File: config.mk
export PLATFORM = sky130hd
export DESIGN_NAME = spi_regfront
export DESIGN_NICKNAME = d
export VERILOG_FILES = /design/src/rtl/spi_regfront_pkg.sv /design/src/rtl/spi_word_fifo.sv /design/src/rtl/spi_stat_irq.sv /design/src/rtl/spi_regfront.sv
export SDC_FILE = /design/constraint.sdc
export NUM_CORES = 2
export LEC_CHECK = 0
export BUFFER_PORTS_ARGS = -buffer_cell sky130_fd_sc_hd__buf_4
export CAP_MARGIN = 20
export CORE_MARGIN = 2
export CORE_UTILIZATION = 47
export CTS_BUF_LIST = sky130_fd_sc_hd__clkbuf_4
export DETAILED_ROUTE_END_ITERATION = 8
export SYNTH_ARGS = -nofsm -noshare
export SYNTH_HDL_FRONTEND = slang
export SYNTH_HIERARCHICAL = 1
export SYNTH_SLANG_ARGS = --single-unit
File: constraint.sdc
create_clock -name clk -period 5.3 [get_ports clk]
set_input_delay 0.265 -clock clk [delete_from_list [all_inputs] [get_ports clk]]
set_output_delay 0.265 -clock clk [all_outputs]
set_load 0.1 [all_outputs]
File: src/rtl/spi_regfront_pkg.sv
// Shared constants for the SPI register front end.
// Assumes a 32-bit data path; register indices are word offsets.
package spi_regfront_pkg;
    localparam int REG_CTRL   = 0;
    localparam int REG_CFG    = 1;
    localparam int REG_IEN    = 2;
    localparam int REG_STAT   = 3;
    localparam int REG_PERIOD = 4;
    localparam int REG_TXD    = 5;
    localparam int REG_RXD    = 6;
    localparam int REG_COUNT  = 7;

    localparam int ST_TXE  = 0;
    localparam int ST_TXS  = 1;
    localparam int ST_TXF  = 2;
    localparam int ST_RXR  = 3;
    localparam int ST_RXF  = 4;
    localparam int ST_OVF  = 5;
    localparam int ST_DONE = 6;

    localparam int CTRL_EN = 0;
    localparam int CTRL_GO = 1;

    localparam logic [31:0] EMPTY_MARK = 32'hDEAD_BEEF;
endpackage

File: src/rtl/spi_word_fifo.sv
// Word queue with occupancy count and synchronous clear.
// Assumes: a push while full and a pop while empty are ignored, and the
// head word is presented combinationally on rdata.
module spi_word_fifo #(
    parameter int DW    = 32,
    parameter int DEPTH = 64,
    localparam int PW   = $clog2(DEPTH),
    localparam int CW   = $clog2(DEPTH + 1)
) (
    input  logic          clk,
    input  logic          rst_n,
    input  logic          clr,
    input  logic          push,
    input  logic [DW-1:0] wdata,
    input  logic          pop,
    output logic [DW-1:0] rdata,
    output logic          empty,
    output logic          full,
    output logic [CW-1:0] count
);
    logic [DW-1:0] mem [DEPTH];
    logic [PW-1:0] wr_ptr, rd_ptr;
    logic          do_push, do_pop;

    assign empty   = (count == '0);
    assign full    = (count == CW'(DEPTH));
    assign do_push = push && !full;
    assign do_pop  = pop && !empty;
    assign rdata   = mem[rd_ptr];

    // Store an accepted word at the write pointer.
    always_ff @(posedge clk) begin
        if (do_push) mem[wr_ptr] <= wdata;
    end

    // Advance pointers and count; clear empties the queue.
    always_ff @(posedge clk) begin
        if (!rst_n || clr) begin
            wr_ptr <= '0;
            rd_ptr <= '0;
            count  <= '0;
        end else begin
            if (do_push) wr_ptr <= (wr_ptr == PW'(DEPTH - 1)) ? '0 : wr_ptr + 1'b1;
            if (do_pop)  rd_ptr <= (rd_ptr == PW'(DEPTH - 1)) ? '0 : rd_ptr + 1'b1;
            case ({do_push, do_pop})
                2'b10:   count <= count + 1'b1;
                2'b01:   count <= count - 1'b1;
                default: count <= count;
            endcase
        end
    end

    assert_count_bound_R2: assert property (@(posedge clk) disable iff (!rst_n)
        count <= CW'(DEPTH));

    assert_no_overflow_R4: assert property (@(posedge clk) disable iff (!rst_n)
        (full && push && !pop && !clr) |=> (count == CW'(DEPTH)));
endmodule

File: src/rtl/spi_stat_irq.sv
// Status word assembly, sticky overflow/done bits and interrupt level.
// Assumes set and clear requests are single-cycle; a set wins over a
// write-one-to-clear in the same cycle, and clr wins over both.
module spi_stat_irq
    import spi_regfront_pkg::*;
#(
    parameter int DW = 32
) (
    input  logic          clk,
    input  logic          rst_n,
    input  logic          clr,
    input  logic          tx_empty,
    input  logic          tx_full,
    input  logic          rx_empty,
    input  logic          rx_full,
    input  logic          ovf_set,
    input  logic          done_set,
    input  logic          w1c_ovf,
    input  logic          w1c_done,
    input  logic [DW-1:0] irq_en,
    output logic [DW-1:0] status,
    output logic          irq
);
    logic ovf_q, done_q;

    // Hold the sticky bits until software writes a one over them.
    always_ff @(posedge clk) begin
        if (!rst_n || clr) begin
            ovf_q  <= 1'b0;
            done_q <= 1'b0;
        end else begin
            if (ovf_set)       ovf_q  <= 1'b1;
            else if (w1c_ovf)  ovf_q  <= 1'b0;
            if (done_set)      done_q <= 1'b1;
            else if (w1c_done) done_q <= 1'b0;
        end
    end

    // Build the status word from live occupancy and the sticky bits.
    always_comb begin
        status          = '0;
        status[ST_TXE]  = tx_empty;
        status[ST_TXS]  = !tx_full;
        status[ST_TXF]  = tx_full;
        status[ST_RXR]  = !rx_empty;
        status[ST_RXF]  = rx_full;
        status[ST_OVF]  = ovf_q;
        status[ST_DONE] = done_q;
    end

    // Raise the interrupt when any enabled status bit is set.
    assign irq = |(status & irq_en);

    assert_ovf_sticky_R6: assert property (@(posedge clk) disable iff (!rst_n)
        (status[ST_OVF] && !w1c_ovf && !clr) |=> status[ST_OVF]);

    assert_w1c_done_R8: assert property (@(posedge clk) disable iff (!rst_n)
        (w1c_done && !done_set) |=> !status[ST_DONE]);
endmodule

File: src/rtl/spi_regfront.sv
// Register decode and queue control for an SPI master front end.
// Assumes whole-word accesses only; bus_addr carries byte-offset bits
// 11..2. Read data is registered; a receive pop happens on the read cycle.
module spi_regfront
    import spi_regfront_pkg::*;
#(
    parameter int DW    = 32,
    parameter int DEPTH = 64,
    parameter int AW    = 12,
    localparam int IW   = AW - 2,
    localparam int CW   = $clog2(DEPTH + 1)
) (
    input  logic          clk,
    input  logic          rst_n,
    input  logic          bus_wr,
    input  logic          bus_rd,
    input  logic [AW-1:2] bus_addr,
    input  logic [DW-1:0] bus_wdata,
    output logic [DW-1:0] bus_rdata,
    output logic          irq,
    output logic          eng_start,
    output logic          eng_tx_valid,
    input  logic          eng_tx_ready,
    output logic [DW-1:0] eng_tx_data,
    input  logic          eng_rx_valid,
    input  logic [DW-1:0] eng_rx_data
);
    logic [DW-1:0] ctrl_q, cfg_q, ien_q, per_q, status, rx_head, rd_mux;
    logic [IW-1:0] idx;
    logic          enabled, ctrl_wr, soft_clr;
    logic          tx_push, tx_pop, tx_empty, tx_full;
    logic          rx_push, rx_pop, rx_empty, rx_full;
    logic          ovf_set, done_set, stat_wr;
    logic [CW-1:0] tx_cnt, rx_cnt;

    assign idx      = bus_addr;
    assign enabled  = ctrl_q[CTRL_EN];
    assign ctrl_wr  = bus_wr && (idx == IW'(REG_CTRL));
    assign soft_clr = ctrl_wr && !bus_wdata[CTRL_EN];
    assign stat_wr  = bus_wr && (idx == IW'(REG_STAT));

    assign tx_push      = bus_wr && (idx == IW'(REG_TXD)) && enabled;
    assign eng_tx_valid = enabled && !tx_empty;
    assign tx_pop       = eng_tx_valid && eng_tx_ready;
    assign done_set     = tx_pop && (tx_cnt == CW'(1)) && !tx_push;

    assign rx_push = eng_rx_valid && enabled;
    assign ovf_set = rx_push && rx_full;
    assign rx_pop  = bus_rd && (idx == IW'(REG_RXD)) && enabled;

    // Plain read/write registers; a disabling control write clears all.
    always_ff @(posedge clk) begin
        if (!rst_n || soft_clr) begin
            ctrl_q <= '0;
            cfg_q  <= '0;
            ien_q  <= '0;
            per_q  <= '0;
        end else if (bus_wr) begin
            case (idx)
                IW'(REG_CTRL):   ctrl_q <= bus_wdata & ~(DW'(1) << CTRL_GO);
                IW'(REG_CFG):    cfg_q  <= bus_wdata;
                IW'(REG_IEN):    ien_q  <= bus_wdata;
                IW'(REG_PERIOD): per_q  <= bus_wdata;
                default: ;
            endcase
        end
    end

    // One-cycle start pulse after an enabling control write with start set.
    always_ff @(posedge clk) begin
        if (!rst_n) eng_start <= 1'b0;
        else        eng_start <= ctrl_wr && bus_wdata[CTRL_EN] && bus_wdata[CTRL_GO];
    end

    // Select the read value for the addressed word.
    always_comb begin
        case (idx)
            IW'(REG_CTRL):   rd_mux = ctrl_q;
            IW'(REG_CFG):    rd_mux = cfg_q;
            IW'(REG_IEN):    rd_mux = ien_q;
            IW'(REG_STAT):   rd_mux = status;
            IW'(REG_PERIOD): rd_mux = per_q;
            IW'(REG_RXD):    rd_mux = !enabled ? '0 : (rx_empty ? DW'(EMPTY_MARK) : rx_head);
            default:         rd_mux = '0;
        endcase
    end

    // Register the read data one cycle after the request.
    always_ff @(posedge clk) begin
        if (!rst_n)      bus_rdata <= '0;
        else if (bus_rd) bus_rdata <= rd_mux;
    end

    spi_word_fifo #(.DW(DW), .DEPTH(DEPTH)) u_txq (
        .clk(clk), .rst_n(rst_n), .clr(soft_clr),
        .push(tx_push), .wdata(bus_wdata), .pop(tx_pop), .rdata(eng_tx_data),
        .empty(tx_empty), .full(tx_full), .count(tx_cnt)
    );

    spi_word_fifo #(.DW(DW), .DEPTH(DEPTH)) u_rxq (
        .clk(clk), .rst_n(rst_n), .clr(soft_clr),
        .push(rx_push), .wdata(eng_rx_data), .pop(rx_pop), .rdata(rx_head),
        .empty(rx_empty), .full(rx_full), .count(rx_cnt)
    );

    spi_stat_irq #(.DW(DW)) u_stat (
        .clk(clk), .rst_n(rst_n), .clr(soft_clr),
        .tx_empty(tx_empty), .tx_full(tx_full), .rx_empty(rx_empty), .rx_full(rx_full),
        .ovf_set(ovf_set), .done_set(done_set),
        .w1c_ovf(stat_wr && bus_wdata[ST_OVF]), .w1c_done(stat_wr && bus_wdata[ST_DONE]),
        .irq_en(ien_q), .status(status), .irq(irq)
    );

    assert_start_pulse_R11: assert property (@(posedge clk) disable iff (!rst_n)
        eng_start |=> !eng_start);

    assert_tx_head_hold_R3: assert property (@(posedge clk) disable iff (!rst_n)
        (eng_tx_valid && !eng_tx_ready && !soft_clr) |=> (eng_tx_valid && $stable(eng_tx_data)));

    assert_soft_reset_R10: assert property (@(posedge clk) disable iff (!rst_n)
        soft_clr |=> (tx_cnt == '0 && rx_cnt == '0 && status == DW'(3) && !irq));

    assert_done_when_empty_R7: assert property (@(posedge clk) disable iff (!rst_n)
        $rose(status[ST_DONE]) |-> tx_empty);
endmodule

==> flow_summary.ini <==
[status]
status = finished, final reports clean

[finish]
fill_cells = 27300
drive_gt1_frac = 0.351
area_delta_synth_final_pct = 15.8
finalNonFillerCells = 14900
finalNetCount = 9564

[power]
p_int_mw = 52.5
switching_share = 0.209
pwr_density_cell_nw_per_um2 = 344
combinationalPowerShare = 0.018
peakVddDrop_v = 0.000238
clkPwrFrac = 0.421
p_leak_nw = 61.0
seqPwrFrac = 0.561
p_sw_mw = 13.8

[placement]
port_buffers = 146
dp.cells = 12700
hpwl_um = 257000
gp_congestion = 0.867

[critical_path]
crit_type = reg -> out
cp_slowest_cell = nand2_1
required_ns = 5.04
critPathLaunchType = register
worstPathMaxFanout = 64
cp_data_arrival_time_ns = 4.88
crit_chain = buf_16, nand2_1, o22ai_1, nor3_1, o211a_1, buf_4
cpPeakStageDelay_ns = 0.81
end_kind = primary output

[floorplanning]
dieArea_um2 = 359000
io-pin-count = 147
core_um2 = 353000
rows = 218
fp.dieH_um = 599
die_x_um = 599
start_util = 0.472

[sta]
slew_headroom = 0.254
finalSetupViolations = 0
max_freq_mhz = 194
finalCritPeriodShare = 0.970
slew_viol_final = 0
worst_pin_slew_ns = 1.12
hold_violations = 0
fin_skew_ns = 0.150
tns_ns = 0
rsz0062_at_grt = false
period_minus_slack_ns = 5.14

[drt]
wl_per_cell_um = 30.9
drc_errors = 0
wirelength_um = 462000
drtIter0Drc = 10100
postRouteAntennaNets = 0
vias = 89600
first_pass_iters = 6
vias_per_cell = 6.00

[clocking]
clkSlewWorstSetupHoldPaths_ns = 0.07
cts_buffer_depth = 5
cts_root_buf = clkbuf_4
cts_htree_levels = 7
cts_buffers = 1163
clk_latency_ns = 1.67
cts_sinks = 4308
cts_tree = built

[global_routing]
grt_pass1_vias = 91800
grt_pass1_wl_um = 658000
gr-total-overflow = 0
antenna_found_initial = 20
grt_usage = 0.261
grt_max_degree = 95

[yosys]
syn_inst = 7998
syn_area_um2 = 167000
synth_edf_count = 4096
yosysWarnings = 6
synth_cell_types = 85
synth-seq-cells = 4308
avgSynthCellArea_um2 = 20.8
synth_ff_type = edfxtp_1
synth.yosys.seq_area_share = 0.764
async_flop_share = 0

[job]
maxCapViolCount = 0

[hold_path]
holdCritPathClass = in -> reg
-- area by class of cell --
class / count / area, um2 / area share
flip-flops and latches: 4308 / 127000 / 0.660
clock inverters: 220 / 1290 / 0.00667
repair buffers: 789 / 8450 / 0.0438
inverters: 16 / 63.8 / 0.000331
multi-input cells: 3196 / 37500 / 0.194
clock buffers: 1649 / 12400 / 0.0642
well taps: 4730 / 5920 / 0.0307
diodes: 28 / 70.1 / 0.000363
-- critical path, delay by kind of cell, from the launching register on --
family / cells / cell delay (ns)
simple gates: 2 / 1.60
buf+inv: 2 / 0.56
compound gates: 2 / 0.52
flops: 1 / 0.45
-- power by group through the flow --
stage               logic (mW)  registers, mW  clock network, mW
CTS                       1.19           37.2               28.6
global placement         0.832           38.0                  0
global route              1.25           37.2               30.4
floorplan                0.107           38.0                  0
finish                    1.18           37.2               27.9
detailed placement       0.882           38.0                  0
-- layout by cell type, fill, tap and decap left out, types with 84 or more instances in the layout --
master	netlist	routed
a21oi_1	138	138
a22oi_1	87	87
buf_4	118	459
clkbuf_4	0	1649
clkinv_1	0	165
dfxtp_1	212	202
dlygate4sd3_1	0	208
edfxtp_1	4096	4096
mux2_2	122	122
mux2i_1	298	298
mux4_2	948	948
nand2_1	237	237
nor2_1	354	225
nor2_4	0	128
o21ai_0	84	84
o22ai_1	191	191
-- per-layer routing --
metal  global-route usage  part of all wire  vias to the layer above
met4                0.127             0.040                        4
met1                0.346              0.39                    47300
met3               0.0509             0.077                      780
met5                    0          0.000050                        -
li1                     -                 -                    37100
met2                0.416              0.49                     4398
-- state kept, by name, summed over array words and instances (netlist names), 7 cells and up, named ones only --
name	cells
bus_rdata	32
cfg_q	32
ctrl_q	31
ien_q	32
per_q	32
u_rxq/count	7
u_rxq/mem	2048
u_txq/count	7
u_txq/mem	2048
-- what timing repair did --
| action | CTS | global route |
|---|---|---|
| buffers inserted | 18 | 0 |
| gates resized for setup | 18 | 0 |
| hold buffers | 274 | 0 |
| endpoints found under the setup margin | 32 | 0 |
| endpoints found under the hold margin | 4462 | 0 |
-- worst paths after layout --
| kind | start | endpoint | slack [ns] | cells past startpoint |
|---|---|---|---|---|
| worst max-delay path | register | eng_tx_data[12] | 0.16 | 6 |
| worst min-delay path | bus_wr | u_stat/ovf_q | 0.18 | 6 |
| worst max register to register | register | bus_rdata[20] | 0.38 | 11 |
| worst min register to register | per_q[6] | per_q[6] | 0.46 | 2 |
-- synth_stat cells, types with 12 or more instances --
library cell	number	area (um2)
nand2_1	237	890
mux4_2	948	21400
a21oi_1	138	691
or3_1	20	125
buf_1	40	150
o211ai_1	15	113
o21ai_0	84	420
a221oi_1	41	359
nor2b_1	40	250
nand3_1	58	290
buf_4	118	886
buf_2	130	651
a211oi_1	13	97.6
or2_2	17	106
clkbuf_1	152	571
mux2i_1	298	2980
xor2_1	22	193
a2bb2oi_1	12	105
dfxtp_1	212	4240
nor3_1	38	190
nor2_1	354	1330
nor4_1	36	225
a22o_1	18	158
nand2b_1	37	231
a22oi_1	87	653
a221o_1	12	120
o22ai_1	191	1190
nand3b_1	20	150
edfxtp_1	4096	123000
a31oi_1	42	263
mux2_2	122	1370
o22a_1	25	219
buf_6	47	529
inv_1	16	60.1
o221ai_1	54	473
-- cell families after synthesis --
group | after synthesis | share of synthesized area
xor gates and xnor gates | 28 | 0.00147
DFF | 4308 | 0.764
and+or+nand+nor | 927 | 0.0261
buffers and inverters | 518 | 0.0186
other | 1 | 0.0000225
muxes | 1368 | 0.154
adders and majority gates | 10 | 0.000751
AOI/OAI and AO/OA | 838 | 0.0351
-- through the flow --
stage	area, um2	worst slack [ns]	hold slack, ns	utilization	total power [mW]
after floorplan	167000	0.786	0.364	-	38.1
after global placement	175000	0.853	0.437	0.496	38.8
after detailed placement	175000	0.834	0.447	0.496	38.9
after CTS	193000	0.0367	0.00801	0.547	67.0
after global routing	193000	0.0175	0.178	0.547	68.8
final	193000	0.158	0.185	0.547	66.3
Power figures use the tool's default switching activity.
